### src/rtl/fsk_pkg.sv
package fsk_pkg;

    typedef enum logic {
        TONE_ZERO = 1'b0,
        TONE_ONE  = 1'b1
    } tone_e;

    localparam real FSK_PI = 3.14159265358979;

    // Rounded sine code for table entry idx of depth entries, peak amp.
    function automatic int sine_code(int idx, int depth, int amp);
        real ang;
        ang = 2.0 * FSK_PI * real'(idx) / real'(depth);
        return $rtoi($floor(real'(amp) * $sin(ang) + 0.5));
    endfunction

endpackage

### src/rtl/fsk_nco.sv
module fsk_nco #(
    parameter int PHASE_W = 24,
    parameter int ADDR_W  = 8
) (
    input  logic               clk,
    input  logic               rst_n,
    input  logic [PHASE_W-1:0] tune_in,
    output logic [ADDR_W-1:0]  addr_o
);

    logic [PHASE_W-1:0] acc_d, acc_q;

    always_comb begin
        acc_d = acc_q + tune_in;
    end

    always_ff @(posedge clk or negedge rst_n) begin
        if (!rst_n) acc_q <= '0;
        else        acc_q <= acc_d;
    end

    assign addr_o = acc_q[PHASE_W-1 -: ADDR_W];


    acc_step_chk: assert property (@(posedge clk) disable iff (!rst_n)
        1'b1 |=> acc_q == PHASE_W'($past(acc_q) + $past(tune_in)));

endmodule

### src/rtl/fsk_sine_rom.sv
module fsk_sine_rom #(
    parameter int ADDR_W = 8,
    parameter int DATA_W = 12
) (
    input  logic [ADDR_W-1:0]        addr_in,
    output logic signed [DATA_W-1:0] data_o
);
    import fsk_pkg::*;

    localparam int DEPTH = 1 << ADDR_W;
    localparam int AMP   = (1 << (DATA_W - 1)) - 1;

    logic signed [DATA_W-1:0] rom [DEPTH];

    for (genvar i = 0; i < DEPTH; i++) begin : g_entry
        localparam int CODE = sine_code(i, DEPTH, AMP);
        assign rom[i] = DATA_W'(CODE);
    end

    assign data_o = rom[addr_in];

endmodule

### src/rtl/fsk_bit_ctrl.sv
module fsk_bit_ctrl #(
    parameter int SPB = 64
) (
    input  logic            clk,
    input  logic            rst_n,
    input  logic            bit_in,
    input  logic            bit_valid_in,
    input  logic            sof_in,
    output logic            bit_req_o,
    output logic            active_o,
    output fsk_pkg::tone_e  tone_o
);
    import fsk_pkg::*;

    localparam int CNT_W = (SPB > 1) ? $clog2(SPB) : 1;
    localparam logic [CNT_W-1:0] LAST = CNT_W'(SPB - 1);

    typedef struct packed {
        logic             en;
        tone_e            tone;
        logic [CNT_W-1:0] cnt;
    } ctrl_t;

    ctrl_t st_d, st_q;

    assign bit_req_o = !st_q.en || (st_q.cnt == LAST);

    always_comb begin
        st_d = st_q;
        if (!st_q.en) begin
            if (bit_valid_in && sof_in) begin
                st_d.en   = 1'b1;
                st_d.tone = tone_e'(bit_in);
                st_d.cnt  = '0;
            end
        end else if (st_q.cnt == LAST) begin
            st_d.cnt = '0;
            if (bit_valid_in) st_d.tone = tone_e'(bit_in);
            else              st_d.en   = 1'b0;
        end else begin
            st_d.cnt = st_q.cnt + 1'b1;
        end
    end

    always_ff @(posedge clk or negedge rst_n) begin
        if (!rst_n) st_q <= '{en: 1'b0, tone: TONE_ZERO, cnt: '0};
        else        st_q <= st_d;
    end

    assign active_o = st_q.en;
    assign tone_o   = st_q.tone;


    sof_start_chk: assert property (@(posedge clk) disable iff (!rst_n)
        (!st_q.en && bit_valid_in && sof_in) |=> (st_q.en && st_q.cnt == '0));


    idle_hold_chk: assert property (@(posedge clk) disable iff (!rst_n)
        (!st_q.en && !(bit_valid_in && sof_in)) |=> !st_q.en);


    bit_hold_chk: assert property (@(posedge clk) disable iff (!rst_n)
        (st_q.en && st_q.cnt != LAST) |=> (st_q.en && $stable(st_q.tone)));


    underflow_chk: assert property (@(posedge clk) disable iff (!rst_n)
        (st_q.en && bit_req_o && !bit_valid_in) |=> !st_q.en);

endmodule

### src/rtl/fsk_modulator.sv
module fsk_modulator #(
    parameter int PHASE_W = 24,
    parameter int ADDR_W  = 8,
    parameter int SAMP_W  = 12,
    parameter int SPB     = 64
) (
    input  logic                     clk,
    input  logic                     rst_n,
    input  logic                     bit_in,
    input  logic                     bit_valid_in,
    input  logic                     sof_in,
    input  logic [PHASE_W-1:0]       tune0_in,
    input  logic [PHASE_W-1:0]       tune1_in,
    output logic                     bit_req_o,
    output logic signed [SAMP_W-1:0] sample_o,
    output logic                     sample_valid_o
);
    import fsk_pkg::*;

    localparam int N_TONES = 2;

    typedef struct packed {
        logic                     vld;
        logic signed [SAMP_W-1:0] smp;
    } out_t;

    logic [PHASE_W-1:0]       tune_w [N_TONES];
    logic [ADDR_W-1:0]        addr_w [N_TONES];
    logic [ADDR_W-1:0]        sel_addr;
    logic signed [SAMP_W-1:0] rom_data;
    logic                     active;
    tone_e                    tone;
    out_t                     out_d, out_q;

    assign tune_w[0] = tune0_in;
    assign tune_w[1] = tune1_in;

    for (genvar g = 0; g < N_TONES; g++) begin : g_osc
        fsk_nco #(
            .PHASE_W (PHASE_W),
            .ADDR_W  (ADDR_W)
        ) nco_i (
            .clk     (clk),
            .rst_n   (rst_n),
            .tune_in (tune_w[g]),
            .addr_o  (addr_w[g])
        );
    end

    fsk_bit_ctrl #(
        .SPB (SPB)
    ) ctrl_i (
        .clk          (clk),
        .rst_n        (rst_n),
        .bit_in       (bit_in),
        .bit_valid_in (bit_valid_in),
        .sof_in       (sof_in),
        .bit_req_o    (bit_req_o),
        .active_o     (active),
        .tone_o       (tone)
    );

    assign sel_addr = (tone == TONE_ONE) ? addr_w[1] : addr_w[0];

    fsk_sine_rom #(
        .ADDR_W (ADDR_W),
        .DATA_W (SAMP_W)
    ) rom_i (
        .addr_in (sel_addr),
        .data_o  (rom_data)
    );

    always_comb begin
        out_d.vld = active;
        out_d.smp = active ? rom_data : '0;
    end

    always_ff @(posedge clk or negedge rst_n) begin
        if (!rst_n) out_q <= '0;
        else        out_q <= out_d;
    end

    assign sample_o       = out_q.smp;
    assign sample_valid_o = out_q.vld;


    valid_follows_chk: assert property (@(posedge clk) disable iff (!rst_n)
        active |=> sample_valid_o);


    valid_drop_chk: assert property (@(posedge clk) disable iff (!rst_n)
        !active |=> !sample_valid_o);

endmodule

### config.mk
export PLATFORM = sky130hd
export DESIGN_NAME = fsk_modulator
export DESIGN_NICKNAME = d
export VERILOG_FILES = /design/src/rtl/fsk_pkg.sv /design/src/rtl/fsk_nco.sv /design/src/rtl/fsk_sine_rom.sv /design/src/rtl/fsk_bit_ctrl.sv /design/src/rtl/fsk_modulator.sv
export SDC_FILE = /design/constraint.sdc
export NUM_CORES = 1
export LEC_CHECK = 0
export BUFFER_PORTS_ARGS = -buffer_cell sky130_fd_sc_hd__buf_2
export CAP_MARGIN = 20
export CORE_ASPECT_RATIO = 1.2
export CORE_MARGIN = 3
export CORE_UTILIZATION = 50
export DETAILED_ROUTE_END_ITERATION = 8
export GPL_TIMING_DRIVEN = 1
export PLACE_DENSITY = 0.71
export SLEW_MARGIN = 20
export SYNTH_ARGS = -nofsm -noshare
export SYNTH_HDL_FRONTEND = slang
export SYNTH_HIERARCHICAL = 1
export SYNTH_SLANG_ARGS = --single-unit
### constraint.sdc
create_clock -name clk -period 3 [get_ports clk]
set_input_delay 0.3 -clock clk [delete_from_list [all_inputs] [get_ports clk]]
set_output_delay 0.3 -clock clk [all_outputs]
set_load 0.02 [all_outputs]
# Word-level counts from Yosys, hierarchy flattened
# Memory sizes are Yosys's and may differ from the RTL's.
# Cells that the tools add are included.
# totals
regBits	69
out_inout_bits	14
romBits	3072
mem_count	1
# classes
n_eq_ne	3
bitwise_logic	1
n_mux	10
add_sub_neg	3
n_lt_le_gt_ge	1
reduce_logical	5
# memory_table
name	words	width	read_ports	rd_clocked_by_memory_dff	write_ports	line_no	rtl
(name not given)	256	12	1	0	0	fsk_sine_rom.sv:20	assign data_o = rom[addr_in];
# op_table
cell	count
$add A24 B24 Y24	2
$mux W12	3
$mux W8	3
$ge A9 B9 Y1 const B	1
$not A8 Y9	1
$add A6 B1 Y6 const B	1
$eq A6 B6 Y1 const B	1
$mux W6	1
$ne A2 B2 Y1 const B	2
$reduce_and A3 Y1	1
$mux W1	2
$mux W2	1
$reduce_bool A2 Y1	1
$logic_and A1 B1 Y1	1
$logic_not A1 Y1	1
$logic_or A1 B1 Y1	1

# Logic depth before layout (Yosys ltp)
# Gate-level depths: netlist of the first run.
# logic_depth
word_depth	6
depth_mapped	14
mapped_depth_nobuf	9

# Cells and area by module
# Netlist of the first run, hierarchy kept.
# modules_own_cells
module	cells_each	seq_area_each_um2	instances	area_each_um2
fsk_sine_rom	556	0.0	1	3527.1
fsk_nco at g_osc[1].nco_i	208	600.6	1	1935.6
fsk_nco at g_osc[0].nco_i	201	600.6	1	1915.6
fsk_modulator	35	325.3	1	536.8
fsk_bit_ctrl	39	200.2	1	397.9

# Worst setup path before layout of the first run
# OpenSTA, ideal clock, no wires.
# synth_path
path_kind	flip-flop to flip-flop
startpoint	register ctrl_i.st_q, in the netlist ctrl_i/tone_o
endpoint	register out_q, in the netlist sample_o[5]
setup_slack_ns	-0.047
arrival_ns	2.928
setup_ns	0.119
n_path_buf	4
path_stages_with_launch	14
synth_period_minus_slack_ns	3.047
path_cell_list	dfrtp_1 -> buf_6 -> mux2_4 -> clkbuf_1 -> buf_2 -> inv_1 -> ha_1 -> clkbuf_2 -> nand2b_1 -> nand3_1 -> a311o_1 -> a2111oi_2 -> nor4_2 -> and2_1
# synth_lines
element	line_no	rtl
start, declared	fsk_bit_ctrl.sv:24	ctrl_t st_d, st_q;
start signal, assigned	fsk_bit_ctrl.sv:46	if (!rst_n) st_q <= '{en: 1'b0, tone: TONE_ZERO, cnt: '0};
start signal, assigned	fsk_bit_ctrl.sv:47	else st_q <= st_d;
end signal, assigned	fsk_modulator.sv:80	else out_q <= out_d;
end, declared	fsk_modulator.sv:33	out_t out_d, out_q;

==> qor.csv, run 1 <==
metric;value;unit
status;complete, no violations;
setup TNS;0;ns
Worst Skew;0.01716;ns
H-Tree Depth;3;
vias in the first global route;8412;
reg2reg setup slack;0.15;ns
Routed wire per std cell;22.51;µm
Max-slew headroom;38.43;%
vias per cell;6.663;
number of synthesized flops with an enable pin;0;
first-pass GRT wire length;46160;µm
top cells by count, synth;a21oi_1 (86), dfrtp_1 (69), nand2_1 (67);
Synth area leader;dfrtp_1;
Max Clock Freq;0.3503;GHz
total gr overflow;0;
I/O Buffers;66;
synthesis-stage register bit count;69;
Synth Area per Inst;8.001;µm²
most frequent cell after synthesis;a21oi_1;
Vias;8695;
# IOs;67;
# clock sinks;69;
Post-CTS Hold Buffers;0;
detailed-route wire length;29370;µm
unrepaired setup endpoints after global routing;false;
sequential fraction of the synthesis area;20.77;%
dpl hpwl;21930;µm
Std-Cell Rows;51;
Cell Area, Synth;8313;µm²
critical path peak fanout;43;
clock tree buffer depth;2;
Hold Crit Class;primary input to asynchronous set/reset pin;
CP required;3.27;ns
Reg area;1727;µm²
gpl congestion;1.044;
initial drt markers;1045;
highest metal used;met4;
DRT antenna net count;0;
met1 WL;11390;µm
Syn Inst Count;1039;
Yosys top cell area share;20.77;%
layout cell share with drive strength beyond 1;17.84;%
full die area;18220;µm²
CTS tree;built;
core area;16270;µm²
multi-input logic area;5884;µm²
Max-Cap Viols;0;
Nets;1203;
CTS clk-pin slew, worst paths;0.07;ns
largest net degree at the start of global routing;70;
Area contributors post-synth;dfrtp_1 (21%), ha_1 (9.0%), a21oi_1 (5.2%), o21ai_0 (3.4%), xnor2_1 (3.4%);
Reg-to-Reg End;sample_o[1]$_DFF_PN0_;
Worst-Skew Late Latency;0.35;ns
Critical Path End Type;flip-flop;
router iterations before antenna repair;7;
ys async rst share;100.0;%
initial core utilization;51.09;%
synth-to-layout area growth;10.43;%
met2 wire length;13280;µm
DRC Markers;0;
final worst path period need;2.855;ns
Syn Nets;1154;
CP Class;flip-flop to flip-flop;
post-synth cell types;100;
CTS Buf Count;9;
Antenna diodes;0;
fill count;1538;
initial antenna violation count;0;
FF-to-FF path depth;9;
Die X;123.7;µm
fin crit share;95.15;%
YS warnings;6;
Worst Tran Pin Value;0.9236;ns
clock tree root driver cell;clkbuf_16;
fin. max-slew vios;0;
crit path DAT;3.12;ns
Most used DFF post-synth;dfrtp_1;
Setup Viol. Count Final;0;
Worst Setup Start Kind;flip-flop;
reg-to-reg startpoint;ctrl_i/tone_o$_DFFE_PN0P_;
height of the die;147.3;µm
met3 routed WL;2668;µm
Final Hold Vio Count;0;
gr usage total;32.73;%
-- worst max-delay path, cell delays in order (launching register included) --
cell,delay (ns)
dfrtp_1,0.41
buf_4,0.20
mux2_4,0.50
buf_12,0.25
nor2_1,0.45
o211ai_1,0.19
a311oi_1,0.30
buf_4,0.19
o32a_1,0.14
and2_1,0.12
-- cell type report --
class                   count  area share (%)
well taps                 212           2.889
repair buffers            132           9.704
flip-flops and latches     69           18.81
clock buffers              11           2.753
clock inverters             5          0.6406
inverters                  27           1.104
multi-input cells         849           64.10
-- flip-flops by register name, indices dropped and copies added (netlist names) --
signal             flops
sample_valid_o         1
g_osc.nco_i/acc_q     48
sample_o              12
ctrl_i/st_q            6
ctrl_i/active_o        1
ctrl_i/tone_o          1
-- timing repair --
item / in CTS / in global routing
resized for setup: 0 / 6
endpoints found under the setup margin: 0 / 1
setup buffers: 0 / 0
-- layout by cell type, fill, tap and decap left out, drive strengths merged, types with 23 or more instances in the layout --
master	count
a21o	28
a21oi	87
buf	132
dfrtp	69
ha	60
inv	26
nand2	69
nand2b	44
nand3	36
nor2	61
nor2b	23
nor3	33
o211ai	26
o21ai	67
xnor2	32
-- worst max path at each step --
stage	from	to	slack, ns	depth (start not counted)
floorplan	ctrl_i/tone_o$_DFFE_PN0P_	sample_o[4]$_DFF_PN0_	0.03	13
global placement	ctrl_i/tone_o$_DFFE_PN0P_	sample_o[4]$_DFF_PN0_	0.07	9
detailed placement	ctrl_i/tone_o$_DFFE_PN0P_	sample_o[4]$_DFF_PN0_	0.11	9
CTS	ctrl_i/tone_o$_DFFE_PN0P_	sample_o[4]$_DFF_PN0_	0.10	9
global route	ctrl_i/tone_o$_DFFE_PN0P_	sample_o[4]$_DFF_PN0_	0.03	9
finish	ctrl_i/tone_o$_DFFE_PN0P_	sample_o[1]$_DFF_PN0_	0.15	9
-- per-layer routing --
metal / track usage, % / up-vias
met5: 0 / -
met4: 19.89 / 0
li1: - / 3975
met3: 5.083 / 145
met1: 42.10 / 4009
met2: 51.07 / 566
-- through the flow --
step                      hold slack (ns)  setup WS, ns  instances  util (%)  instance area [µm²]
after global routing               0.1608       0.02784       1305     56.42                 9180
after global placement             0.4536       0.06843       1289     54.39                 8851
after floorplan                  0.004409       0.02565       1039         -                 8313
final                             0.09547        0.1455       1305     56.42                 9180
after CTS                          0.1357        0.1007       1305     56.31                 9163
after detailed placement           0.4600        0.1140       1289     54.39                 8851
-- logic make-up after synthesis --
kind of cell | synth area share, %
buffers and inverters | 8.654
muxes | 2.468
xor gates and xnor gates | 4.320
DFF | 20.77
adders and majority gates | 9.512
and+or+nand+nor | 23.22
AOI/OAI and AO/OA | 31.05
Power of run 1 is not shown: default switching activity piles up to over one toggle a cycle in this logic, so the estimate is an artifact.
==> run 2, diff against run 1 <==
--- a/config.mk
+++ b/config.mk
@@ -5,6 +5,7 @@
 export SDC_FILE = /design/constraint.sdc
 export NUM_CORES = 1
 export LEC_CHECK = 0
+export ABC_AREA = 1
 export BUFFER_PORTS_ARGS = -buffer_cell sky130_fd_sc_hd__buf_2
 export CAP_MARGIN = 20
 export CORE_ASPECT_RATIO = 1.2
==> constraint.sdc (replaced) <==
create_clock -name clk -period 2.3 [get_ports clk]
set_input_delay 0.23 -clock clk [delete_from_list [all_inputs] [get_ports clk]]
set_output_delay 0.23 -clock clk [all_outputs]
set_load 0.02 [all_outputs]
==> run 2 against run 1 <==
Compared with the run above:
- maximum frequency rose by 26%
- critical endpoint is now sample_o[0]$_DFF_PN0_
- largest cell class unchanged
- hold slack improved by 0.024 ns
- final area rose by 24%
==> qor.csv, run 2 <==
metric;value;unit;change
full die area;19370;µm²;+6.4%
Critical Path End Type;flip-flop;;
number of synthesized flops with an enable pin;0;;unchanged
Final Cell Area;11400;µm²;+24%
Worst Setup Start Kind;flip-flop;;
Routed wire per std cell;19.60;µm;-13%
top cells by count, synth;nand2_1 (607), inv_1 (217), nand3_1 (159);;
Antenna diodes;0;;unchanged
Vias;11093;;+28%
DRC Markers;0;;unchanged
max FFs per register;48;;unchanged
first-pass GRT wire length;57660;µm;+25%
CP Class;flip-flop to flip-flop;;
router iterations before antenna repair;7;;unchanged
CTS clk-pin slew, worst paths;0.06;ns;about the same
Max-Cap Viols;0;;unchanged
# clock sinks;69;;unchanged
setup TNS;0;ns;unchanged
most frequent cell after synthesis;nand2_1;;
gr usage total;38.17;%;+5.4 points
Worst Tran Pin Value;0.6743;ns;-0.2493 ns
crit path DAT;2.51;ns;-0.61 ns
initial drt markers;954;;-8.7%
Yosys top cell area share;25.69;%;+4.9 points
synthesis-stage register bit count;69;;unchanged
DRT antenna net count;0;;unchanged
most frequent cells in the layout;nand2_1 (555), inv_1 (208), nand3_1 (146);;
Max Clock Freq;0.4409;GHz;+26%
dpl hpwl;29750;µm;+36%
vias in the first global route;10751;;+28%
area post-placement;10330;µm²;+17%
CTS Buf Count;9;;unchanged
Synth Area per Inst;5.758;µm²;-28%
post-synth cell types;40;;-60%
clock tree buffer depth;2;;unchanged
initial core utilization;51.82;%;+0.73 points
Worst-Skew Late Latency;0.35;ns;about the same
fill count;1514;;-1.6%
gpl congestion;1.084;;+3.8%
Worst Skew;0.01498;ns;-0.002183 ns
status;complete, no violations;;
Syn Inst Count;1540;;+48%
ys async rst share;100.0;%;unchanged
H-Tree Depth;3;;unchanged
Hold Crit Class;primary input to flip-flop;;
critical path peak fanout;5;;-88%
YS warnings;6;;unchanged
Setup Viol. Count Final;0;;unchanged
Die X;127.6;µm;+3.1%
CTS tree;built;;
Cell Area, Synth;8867;µm²;+6.7%
Syn Nets;1655;;+43%
unrepaired setup endpoints after global routing;true;;
# IOs;67;;unchanged
total gr overflow;0;;unchanged
I/O Buffers;66;;unchanged
Synth area leader;nand2_1;;
CP required;2.55;ns;-0.72 ns
height of the die;151.9;µm;+3.1%
Area contributors post-synth;nand2_1 (26%), dfrtp_1 (19%), inv_1 (9.2%), nand3_1 (9.0%), ha_1 (8.5%);;
fin crit share;98.62;%;+3.5 points
Top reg by flops;g_osc.nco_i/acc_q;;
core area;17110;µm²;+5.2%
Final Hold Vio Count;0;;unchanged
detailed-route wire length;38180;µm;+30%
Most used DFF post-synth;dfrtp_1;;
final worst path period need;2.268;ns;-0.5863 ns
clock tree root driver cell;clkbuf_16;;
Std-Cell Rows;52;;+2.0%
commonest non-fill, non-tap cell in the layout;nand2_1;;
vias per cell;5.695;;-15%
Nets;1842;;+53%
fin. max-slew vios;0;;unchanged
layout cell share with drive strength beyond 1;25.64;%;+7.8 points
Max-slew headroom;55.05;%;+17 points
initial antenna violation count;0;;unchanged
synth-to-layout area growth;28.62;%;
sequential fraction of the synthesis area;19.47;%;-1.3 points
largest net degree at the start of global routing;47;;-33%
==> run 2: cell types whose count changed in the layout (fill, tap and decap cells not counted), moves of 38 or more <==
cell      delta
inv_1      +186
nand2_1    +488
nand2_2     +71
nand3_1    +110
nand2b_1    -44
o21ai_0     -38
buf_4       +80
==> run 2: routing by layer <==
metal | share of wire (%) | GRT usage [%]
met3 | 7.1 | 6.461
met4 | 8.6 | 29.08
met2 | 49 | 65.75
met5 | 0 | 0
met1 | 35 | 41.04
==> run 2: cell type report <==
cell class,instances,area (µm²),area share [%]
Clock buffer,12,246.5,2.161
Clock inverter,4,47.55,0.4169
Inverter,226,875.8,7.680
Multi-Input combinational cell,1188,6432,56.40
Sequential cell,69,1728,15.15
Tap cell,216,270.3,2.370
Timing Repair Buffer,233,1804,15.82
==> run 2: stage by stage <==
stage          instances  utilization (%)  worst slack [ns]  hold slack [ns]
3_5_place_dp        1915            60.37           -0.1269           0.3084
4_1_cts             1932            62.60          0.004829           0.1142
6_report            1948            66.65           0.03177           0.1197
3_3_place_gp        1915            60.37           -0.1391           0.3015
5_1_grt             1948            66.65          -0.03394           0.1304
2_1_floorplan       1540                -          0.005866         -0.06559
==> run 2: path summary, 6_finish.rpt <==
kind	start	to	cells after the start	slack (ns)
worst max-delay path	ctrl_i/tone_o$_DFFE_PN0P_	sample_o[0]$_DFF_PN0_	15	0.03
worst min-delay path	tune0_in[0]	g_osc[0].nco_i/acc_q[0]$_DFF_PN0_	2	0.12
worst max register to register	ctrl_i/tone_o$_DFFE_PN0P_	sample_o[0]$_DFF_PN0_	15	0.03
worst min register to register	g_osc[0].nco_i/acc_q[0]$_DFF_PN0_	g_osc[0].nco_i/acc_q[0]$_DFF_PN0_	1	0.47
max in group asynchronous	rst_n	ctrl_i/tone_o$_DFFE_PN0P_	3	1.24
min in group asynchronous	rst_n	sample_o[2]$_DFF_PN0_	2	0.45
==> run 2: repair_timing <==
action | CTS | global route
setup endpoints to repair | 8 | 10
endpoints found under the hold margin | 45 | 0
cloned | 0 | 1
buffers inserted | 0 | 15
resized for setup | 24 | 155
pin swaps | 1 | 36
hold buffers | 1 | 0
==> run 2: cells by family (layout without fill, tap and decap cells) <==
kind of cell | count (synthesis) | in the layout | share of synthesized area [%]
buffers and inverters | 283 | 475 | 14.01
xor gates and xnor gates | 28 | 28 | 2.766
AOI/OAI and AO/OA | 137 | 137 | 8.311
DFF | 69 | 69 | 19.47
and+or+nand+nor | 961 | 961 | 46.52
adders and majority gates | 62 | 62 | 8.918
==> run 2: worst max-delay path, stage by stage (launching register included) <==
cell and delay (ns):
dfrtp_2 0.45, inv_4 0.10, nand2_2 0.06, nand2_4 0.09, inv_4 0.06, buf_6 0.13, buf_4 0.13, ha_1 0.29
nand2_2 0.13, o21ai_1 0.10, a21oi_2 0.22, o21ai_1 0.09, nor2_1 0.09, nand3_1 0.12, nand2_2 0.08, inv_1 0.04
Power of run 2 is left out for the same reason.
